File: config.mk
export PLATFORM = sky130hd
export DESIGN_NAME = pdm_dual_edge_router
export DESIGN_NICKNAME = d
export VERILOG_FILES = /design/src/rtl/pdm_router_pkg.sv /design/src/rtl/pdm_clk_div.sv /design/src/rtl/pdm_edge_capture.sv /design/src/rtl/pdm_slot_router.sv /design/src/rtl/pdm_ch_serializer.sv /design/src/rtl/pdm_dual_edge_router.sv
export SDC_FILE = /design/constraint.sdc
export NUM_CORES = 1
export LEC_CHECK = 0
export BUFFER_PORTS_ARGS = -buffer_cell sky130_fd_sc_hd__buf_2
export CORE_UTILIZATION = 45
export CTS_BUF_LIST = sky130_fd_sc_hd__clkbuf_8 sky130_fd_sc_hd__clkbuf_16
export DETAILED_ROUTE_END_ITERATION = 16
export PLACE_DENSITY = 0.79
export SLEW_MARGIN = 10
export SYNTH_ARGS = -nofsm -noshare
export SYNTH_HDL_FRONTEND = slang
export SYNTH_HIERARCHICAL = 1
export SYNTH_SLANG_ARGS = --single-unit
File: constraint.sdc
create_clock -name clk -period 1.2 [get_ports clk]
set_input_delay 0.18 -clock clk [delete_from_list [all_inputs] [get_ports clk]]
set_output_delay 0.18 -clock clk [all_outputs]
set_load 0.05 [all_outputs]
File: src/rtl/pdm_router_pkg.sv
package pdm_router_pkg;
  localparam int NUM_LINES = 2;
  localparam int WORD_W    = 32;
  localparam int TAG_W     = 8;
  localparam int PAD_W     = WORD_W - TAG_W - 1;

  typedef struct packed {
    logic [TAG_W-1:0] tag;
    logic [PAD_W-1:0] pad;
    logic             sample;
  } ch_word_t;
endpackage

File: src/rtl/pdm_clk_div.sv
module pdm_clk_div #(
  parameter int HALF_DIV = 4
) (
  input  logic clk,
  input  logic rst_n,
  output logic pdm_clk,
  output logic rise_tick,
  output logic fall_tick
);
  localparam int CNT_W = (HALF_DIV > 1) ? $clog2(HALF_DIV) : 1;
  localparam logic [CNT_W-1:0] LAST = CNT_W'(HALF_DIV - 1);

  logic [CNT_W-1:0] cnt_q;
  logic             tick;

  assign tick      = (cnt_q == LAST);
  assign rise_tick = tick & ~pdm_clk;
  assign fall_tick = tick & pdm_clk;

  always_ff @(posedge clk) begin
    if (!rst_n) begin
      cnt_q   <= '0;
      pdm_clk <= 1'b0;
    end else begin
      cnt_q <= tick ? '0 : cnt_q + 1'b1;
      if (tick) pdm_clk <= ~pdm_clk;
    end
  end

  // Checker: independent count of cycles between clock transitions
  logic        clk_d_q;
  logic        seen_q;
  int unsigned since_q;
  always_ff @(posedge clk) begin
    if (!rst_n) begin
      clk_d_q <= 1'b0;
      seen_q  <= 1'b0;
      since_q <= 0;
    end else begin
      clk_d_q <= pdm_clk;
      if (pdm_clk != clk_d_q) begin
        since_q <= 0;
        seen_q  <= 1'b1;
      end else begin
        since_q <= since_q + 1;
      end
    end
  end

  a_r1_half_period: assert property (@(posedge clk) disable iff (!rst_n)
    (seen_q && (pdm_clk != clk_d_q)) |-> (since_q == HALF_DIV - 1));
  a_r10_reset_low: assert property (@(posedge clk)
    !rst_n |=> !pdm_clk);
endmodule

File: src/rtl/pdm_edge_capture.sv
module pdm_edge_capture
  import pdm_router_pkg::*;
(
  input  logic                 clk,
  input  logic                 rst_n,
  input  logic                 rise_tick,
  input  logic                 fall_tick,
  input  logic [NUM_LINES-1:0] pdm_data,
  output logic [NUM_LINES-1:0] rise_q,
  output logic [NUM_LINES-1:0] fall_q,
  output logic                 frame_stb
);
  for (genvar l = 0; l < NUM_LINES; l++) begin : g_line
    always_ff @(posedge clk) begin
      if (!rst_n) begin
        rise_q[l] <= 1'b0;
        fall_q[l] <= 1'b0;
      end else begin
        if (rise_tick) rise_q[l] <= pdm_data[l];
        if (fall_tick) fall_q[l] <= pdm_data[l];
      end
    end
  end

  always_ff @(posedge clk) begin
    if (!rst_n) frame_stb <= 1'b0;
    else        frame_stb <= fall_tick;
  end

  a_r2_one_edge: assert property (@(posedge clk) disable iff (!rst_n)
    !(rise_tick && fall_tick));
endmodule

File: src/rtl/pdm_slot_router.sv
module pdm_slot_router
  import pdm_router_pkg::*;
#(
  parameter int CHANNELS = 4
) (
  input  logic [CHANNELS-1:0]  edge_sel,
  input  logic [CHANNELS-1:0]  line_sel,
  input  logic [NUM_LINES-1:0] rise_q,
  input  logic [NUM_LINES-1:0] fall_q,
  output logic [CHANNELS-1:0]  ch_bits
);
  for (genvar g = 0; g < CHANNELS; g++) begin : g_ch
    logic [NUM_LINES-1:0] edge_vec;
    assign edge_vec   = edge_sel[g] ? fall_q : rise_q;
    assign ch_bits[g] = edge_vec[line_sel[g]];
  end
endmodule

File: src/rtl/pdm_ch_serializer.sv
module pdm_ch_serializer
  import pdm_router_pkg::*;
#(
  parameter int CHANNELS = 4
) (
  input  logic                clk,
  input  logic                rst_n,
  input  logic                frame_stb,
  input  logic [CHANNELS-1:0] chan_en,
  input  logic [CHANNELS-1:0] new_bits,
  input  logic                out_ready,
  output logic                out_valid,
  output logic [WORD_W-1:0]   out_word
);
  localparam int IDX_W = (CHANNELS > 1) ? $clog2(CHANNELS) : 1;

  logic [CHANNELS-1:0] pend_q;
  logic [CHANNELS-1:0] bits_q;
  logic [IDX_W-1:0]    cur;
  ch_word_t            word;

  always_comb begin
    cur = '0;
    for (int i = CHANNELS - 1; i >= 0; i--) begin
      if (pend_q[i]) cur = IDX_W'(i);
    end
  end

  assign out_valid   = |pend_q;
  assign word.tag    = TAG_W'(cur);
  assign word.pad    = '0;
  assign word.sample = bits_q[cur];
  assign out_word    = word;

  always_ff @(posedge clk) begin
    if (!rst_n) begin
      pend_q <= '0;
      bits_q <= '0;
    end else if (frame_stb && !out_valid) begin
      pend_q <= chan_en;
      bits_q <= new_bits;
    end else if (out_valid && out_ready) begin
      pend_q[cur] <= 1'b0;
    end
  end

  a_r8_hold: assert property (@(posedge clk) disable iff (!rst_n)
    (out_valid && !out_ready) |=> (out_valid && $stable(out_word)));
  a_r6_ascending: assert property (@(posedge clk) disable iff (!rst_n)
    (out_valid && out_ready) |=>
      (!out_valid || (out_word[WORD_W-1 -: TAG_W] > $past(out_word[WORD_W-1 -: TAG_W]))));
  a_r9_no_reload_busy: assert property (@(posedge clk) disable iff (!rst_n)
    (frame_stb && out_valid) |=> ($countones(pend_q) <= $countones($past(pend_q))));
  a_r7_tag_range: assert property (@(posedge clk) disable iff (!rst_n)
    out_valid |-> (out_word[WORD_W-1 -: TAG_W] < CHANNELS));
  a_r10_reset_idle: assert property (@(posedge clk)
    !rst_n |=> !out_valid);
endmodule

File: src/rtl/pdm_dual_edge_router.sv
module pdm_dual_edge_router
  import pdm_router_pkg::*;
#(
  parameter int HALF_DIV = 4,
  parameter int CHANNELS = 4
) (
  input  logic                 clk,
  input  logic                 rst_n,
  input  logic [CHANNELS-1:0]  chan_en,
  input  logic [CHANNELS-1:0]  edge_sel,
  input  logic [CHANNELS-1:0]  line_sel,
  input  logic [NUM_LINES-1:0] pdm_data,
  output logic                 pdm_clk,
  output logic                 out_valid,
  input  logic                 out_ready,
  output logic [WORD_W-1:0]    out_word
);
  logic                 rise_tick;
  logic                 fall_tick;
  logic                 frame_stb;
  logic [NUM_LINES-1:0] rise_q;
  logic [NUM_LINES-1:0] fall_q;
  logic [CHANNELS-1:0]  ch_bits;

  pdm_clk_div #(.HALF_DIV(HALF_DIV)) u_div (
    .clk(clk), .rst_n(rst_n), .pdm_clk(pdm_clk),
    .rise_tick(rise_tick), .fall_tick(fall_tick)
  );

  pdm_edge_capture u_cap (
    .clk(clk), .rst_n(rst_n), .rise_tick(rise_tick), .fall_tick(fall_tick),
    .pdm_data(pdm_data), .rise_q(rise_q), .fall_q(fall_q), .frame_stb(frame_stb)
  );

  pdm_slot_router #(.CHANNELS(CHANNELS)) u_route (
    .edge_sel(edge_sel), .line_sel(line_sel),
    .rise_q(rise_q), .fall_q(fall_q), .ch_bits(ch_bits)
  );

  pdm_ch_serializer #(.CHANNELS(CHANNELS)) u_ser (
    .clk(clk), .rst_n(rst_n), .frame_stb(frame_stb), .chan_en(chan_en),
    .new_bits(ch_bits), .out_ready(out_ready),
    .out_valid(out_valid), .out_word(out_word)
  );

  // a period completes just after the falling transition
  a_r2_stb_after_fall: assert property (@(posedge clk) disable iff (!rst_n)
    frame_stb |-> !pdm_clk);
endmodule

After elaboration in Yosys (flattened, before gate mapping)
Cells that the tools add are included.
- muxes and demuxes: 22
- eq/ne operators: 1
- add/sub/neg operators: 1
- magnitude comparators: 6
- bitwise logic cells: 6
- reduce and logical (&&, ||, !) cells: 7
- operators by type and width (kind ; count):
    $mux 2 ; 8
    $mux 1 ; 10
    $lt 1x2->1 const B ; 4
    $mux 4 ; 2
    $and 4x4->4 ; 1
    $not 4->4 ; 1
    $reduce_or 4->1 ; 1
    $logic_and 1x1->1 ; 3
    $lt 2x3->1 const B ; 1
    $add 2x1->2 const B ; 1
    $and 1x1->1 ; 2
    $bmux 1 s2 ; 1
    $demux 1 s2 ; 1
    $eq 2x2->1 const B ; 1
    $ge 2x1->1 const B ; 1
    $not 1->1 ; 2
    $reduce_bool 2->1 ; 1
    $reduce_or 2->1 ; 1
    $logic_not 1->1 ; 1
- output and inout port bits: 34
- register bits: 16
- word-level logic and storage cells: 52
- bits of input ports: 17

Longest topological paths before layout
- word-level depth: 12
- gate-level depth with buffers: 4
- gate-level depth less buffers: 4

Hierarchy
The synthesis kept the hierarchy.
- modules (own cells, without submodules) (module ; cells each ; instances ; area each (µm²) ; seq. area each (µm²)):
    pdm_ch_serializer ; 81 ; 1 ; 625.6 ; 160.2
    pdm_edge_capture ; 14 ; 1 ; 172.7 ; 100.1
    pdm_clk_div ; 10 ; 1 ; 120.1 ; 60.1
    pdm_slot_router ; 4 ; 1 ; 90.1 ; 0.0

Worst setup path before layout
No wires, ideal clock.
- path type: register to output
- start: register u_ser.pend_q[0]
- end: output out_word[0]
- path buffers: 0
- stages on the path, launching flop included: 4
- required time: 1.020 ns
- data arrival time: 1.304 ns
- path slack: -0.284 ns
- cell sequence: dfxtp_1 > or2_1 > o311ai_1 > nand3_1
- word-level cells in the longest chain between the ends: 3
- RTL lines (what ; line ; text):
    start: declaration ; pdm_ch_serializer.sv:17 ; logic [CHANNELS-1:0] pend_q;
    start signal: assignment ; pdm_ch_serializer.sv:40 ; pend_q <= chan_en;
    $mux 2 ; pdm_ch_serializer.sv:25 ; if (pend_q[i]) cur = IDX_W'(i);
    $bmux 1 s2 ; pdm_ch_serializer.sv:32 ; assign word.sample = bits_q[cur];
    $mux 1 (implied by the code) ; pdm_ch_serializer.sv:32 ;
    end: declaration ; pdm_dual_edge_router.sv:16 ; output logic [WORD_W-1:0] out_word
Every way passes these cells. The select of a mux whose other input is x is not followed.

Final worst setup path
Ends and elaborated chain as after synthesis.

==> impl_metrics.csv <==
group,metric,value,unit
status,status,"complete, but fails checks",
status,violations,"setup timing",
power,ir_drop,667,uV
drt,num_vias,758,
sta,fmax,657,MHz
drt,drt_pass1_iterations,4,
clocking,cts_tree,"built",
setup_path,crit_arrival,1340,ps
clocking,htree_num_levels,1,
logic_synthesis,synth_seq_cells,16,
floorplan,die_y,49.3,um
global_routing,globalRouteOverflowTotal,0,
clocking,clockBufferDepth,2,
clocking,path_clk_slew,60,ps
flow_run,maxCapViolations,0,
placed_design,place_congestion,0.840,
clocking,cts-root-buf,"clkbuf_8",
sta,skew,1.83,ps
sta,finalHoldViolCount,0,
clocking,hold_buffers,0,
sta,setup_ws,-322,ps
sta,finalMaxSlewViolations,0,
drt,routed_wl,1860,um
clocking,numCtsBuffers,3,
logic_synthesis,synth.distinct_cells,29,
sta,rsz0062_at_grt,"true",
power,switching_share,32.8,%
logic_synthesis,yosys-top-cells-count,"29 x buf_4, 16 x dfxtp_1, 12 x nand2_1, 8 x mux2i_1",
clocking,cts_setup_buffers,0,
global_routing,track_usage,16.5,%
power,p_switching,0.435,mW
setup_path,cp_max_fo,6,
sta,final-setup-viol-count,3,
logic_synthesis,synth_top_area_share,31.8,%
global_routing,grt_pass1_vias,754,
logic_synthesis,ys.flop_type,"dfxtp_1",
layout,layout.cells.non_filler,167,
setup_path,startpoint_type,"register",
floorplan,coreArea,2040,um^2
logic_synthesis,yosysWarnings,6,
power,seq_power_share,41.9,%
floorplan,die_area,2430,um^2
placed_design,placed_cells,163,
clocking,cts_sinks,16,
drt,ant_nets,0,
logic_synthesis,synthTopCellsByArea,"dfxtp_1 32%, buf_4 22%, mux4_2 8.9%",
setup_path,path_class,"register to output port",
drt,vias_per_cell,4.54,
layout,nNetsFinal,159,
floorplan,rows,16,
drt,post_drt_wl_per_cell,11.1,um
clocking,clock_latency,250,ps
floorplan,boundaryPins,51,
power,total_power,1.33,mW
logic_synthesis,avgSynthCellArea,9.25,um^2
sta,min_period_over_period,127,%
logic_synthesis,post-synth-top-area-cell,"dfxtp_1",
power,leakage,0.587,nW
layout,diodes,0,
sta,fin_crit,1520,ps
drt,drc,0,
power,pwr-share-clk,35.3,%
placed_design,dp_slack,-117,ps
logic_synthesis,netlist_instances,109,
min_path,hold_class,"input port to register",
placed_design,hpwl,1380,um
layout,areaGrowthSynthToFinish,22.5,%
drt,dr.first_iter.drc_count,6,
logic_synthesis,synth_edf_count,0,
power,intPower,0.893,mW
floorplan,start_util,49.4,%
layout,drive_above_1_share,41.4,%
setup_path,r2r_slack,20,ps
global_routing,grt_max_degree,23,
power,combPwrFrac,22.8,%
floorplan,die_w,49.3,um
logic_synthesis,synth.most_common_cell,"buf_4",
power,powerDensity,1080,nW/um^2
global_routing,antenna_found_initial,0,
placed_design,port_buffers,21,
logic_synthesis,syn_area,1010,um^2
logic_synthesis,synthArstFlopShare,0,%
setup_path,cp-end-kind,"output port",
global_routing,grt_pass1_wl,3120,um
setup_path,required,1020,ps
logic_synthesis,ys_seq_area_share,31.8,%
through the flow:
| stage | utilization, % | hold WS (ps) | TNS (ps) | area, um^2 |
|---|---|---|---|---|
| 2_1_floorplan | - | 292 | -62.6 | 1150 |
| 3_3_place_gp | 55.5 | 410 | -225 | 1130 |
| 3_5_place_dp | 55.5 | 416 | -527 | 1130 |
| 4_1_cts | 59.4 | 151 | -1220 | 1210 |
| 5_1_grt | 60.5 | 166 | -1230 | 1230 |
| 6_report | 60.5 | 159 | -832 | 1230 |
path summary, 6_finish.rpt:
check                                             startpoint                           end  cells after the start
worst max-delay path            u_ser/pend_q[0]$_SDFFE_PN0P_                   out_word[0]                      4
worst min register to register     u_div/cnt_q[0]$_SDFF_PP0_     u_div/cnt_q[0]$_SDFF_PP0_                      1
worst max register to register  u_ser/pend_q[2]$_SDFFE_PN0P_  u_ser/pend_q[1]$_SDFFE_PN0P_                      4
worst min-delay path                               out_ready  u_ser/pend_q[3]$_SDFFE_PN0P_                      2
state kept, by name (all words and copies together), names as in the netlist:
signal,flops
u_ser/pend_q,4
u_div/pdm_clk,1
u_cap/rise_q,2
u_ser/bits_q,4
u_cap/fall_q,2
u_div/cnt_q,2
u_cap/frame_stb,1
final cells by class:
cell class                      count  area [um^2]
Timing Repair Buffer               29          188
Fill cell                         189          807
Sequential cell                    16          325
Inverter                            3         11.3
Tap cell                           27         33.8
Multi-Input combinational cell     88          622
Clock buffer                        4         55.1
layer usage:
| layer | up-vias | GRT usage [%] | part of all wire, % |
|---|---|---|---|
| li1 | 377 | - | - |
| met1 | 345 | 19.6 | 41 |
| met2 | 34 | 30.1 | 54 |
| met3 | 2 | 1.87 | 4.5 |
| met4 | 0 | 5.88 | 0.92 |
| met5 | - | 0 | 0 |
what timing repair did:
action	4_1_cts	5_1_grt
pin swaps	1	2
endpoints found under the hold margin	0	0
endpoints found under the setup margin	11	16
resized for setup	9	7
cell usage in the layout (no fill, tap or decap), drive strengths merged, types with 3 or more instances in the layout:
cell,count
and2,3
buf,29
clkbuf,4
conb,29
dfxtp,16
inv,3
mux2i,8
mux4,4
nand2,12
nand3,4
nor2,4
nor2b,4
o21ai,3
power groups by stage:
stage                     sequential [mW]  clock [mW]  combinational (mW)
after floorplan                     0.573           0               0.321
after global placement              0.566           0               0.295
after detailed placement            0.567           0               0.298
after CTS                           0.556       0.487               0.299
after global routing                0.558       0.512               0.319
final                               0.556       0.469               0.303
critical path, cell delays in order, from the launching register on:
cell	delay (ps)
dfxtp_2	370
and3b_2	220
a21oi_1	240
nand3_4	100
buf_6	160
kinds of logic after synthesis:
| family | count (synthesis) | share of synthesized area (%) |
|---|---|---|
| AOI/OAI and AO/OA | 11 | 6.95 |
| buffers and inverters | 33 | 23.1 |
| DFF | 16 | 31.8 |
| and+or+nand+nor | 35 | 19.7 |
| muxes | 12 | 16.9 |
| adders and majority gates | 1 | 1.24 |
| other | 1 | 0.372 |
(Power assumes the default switching activity.)
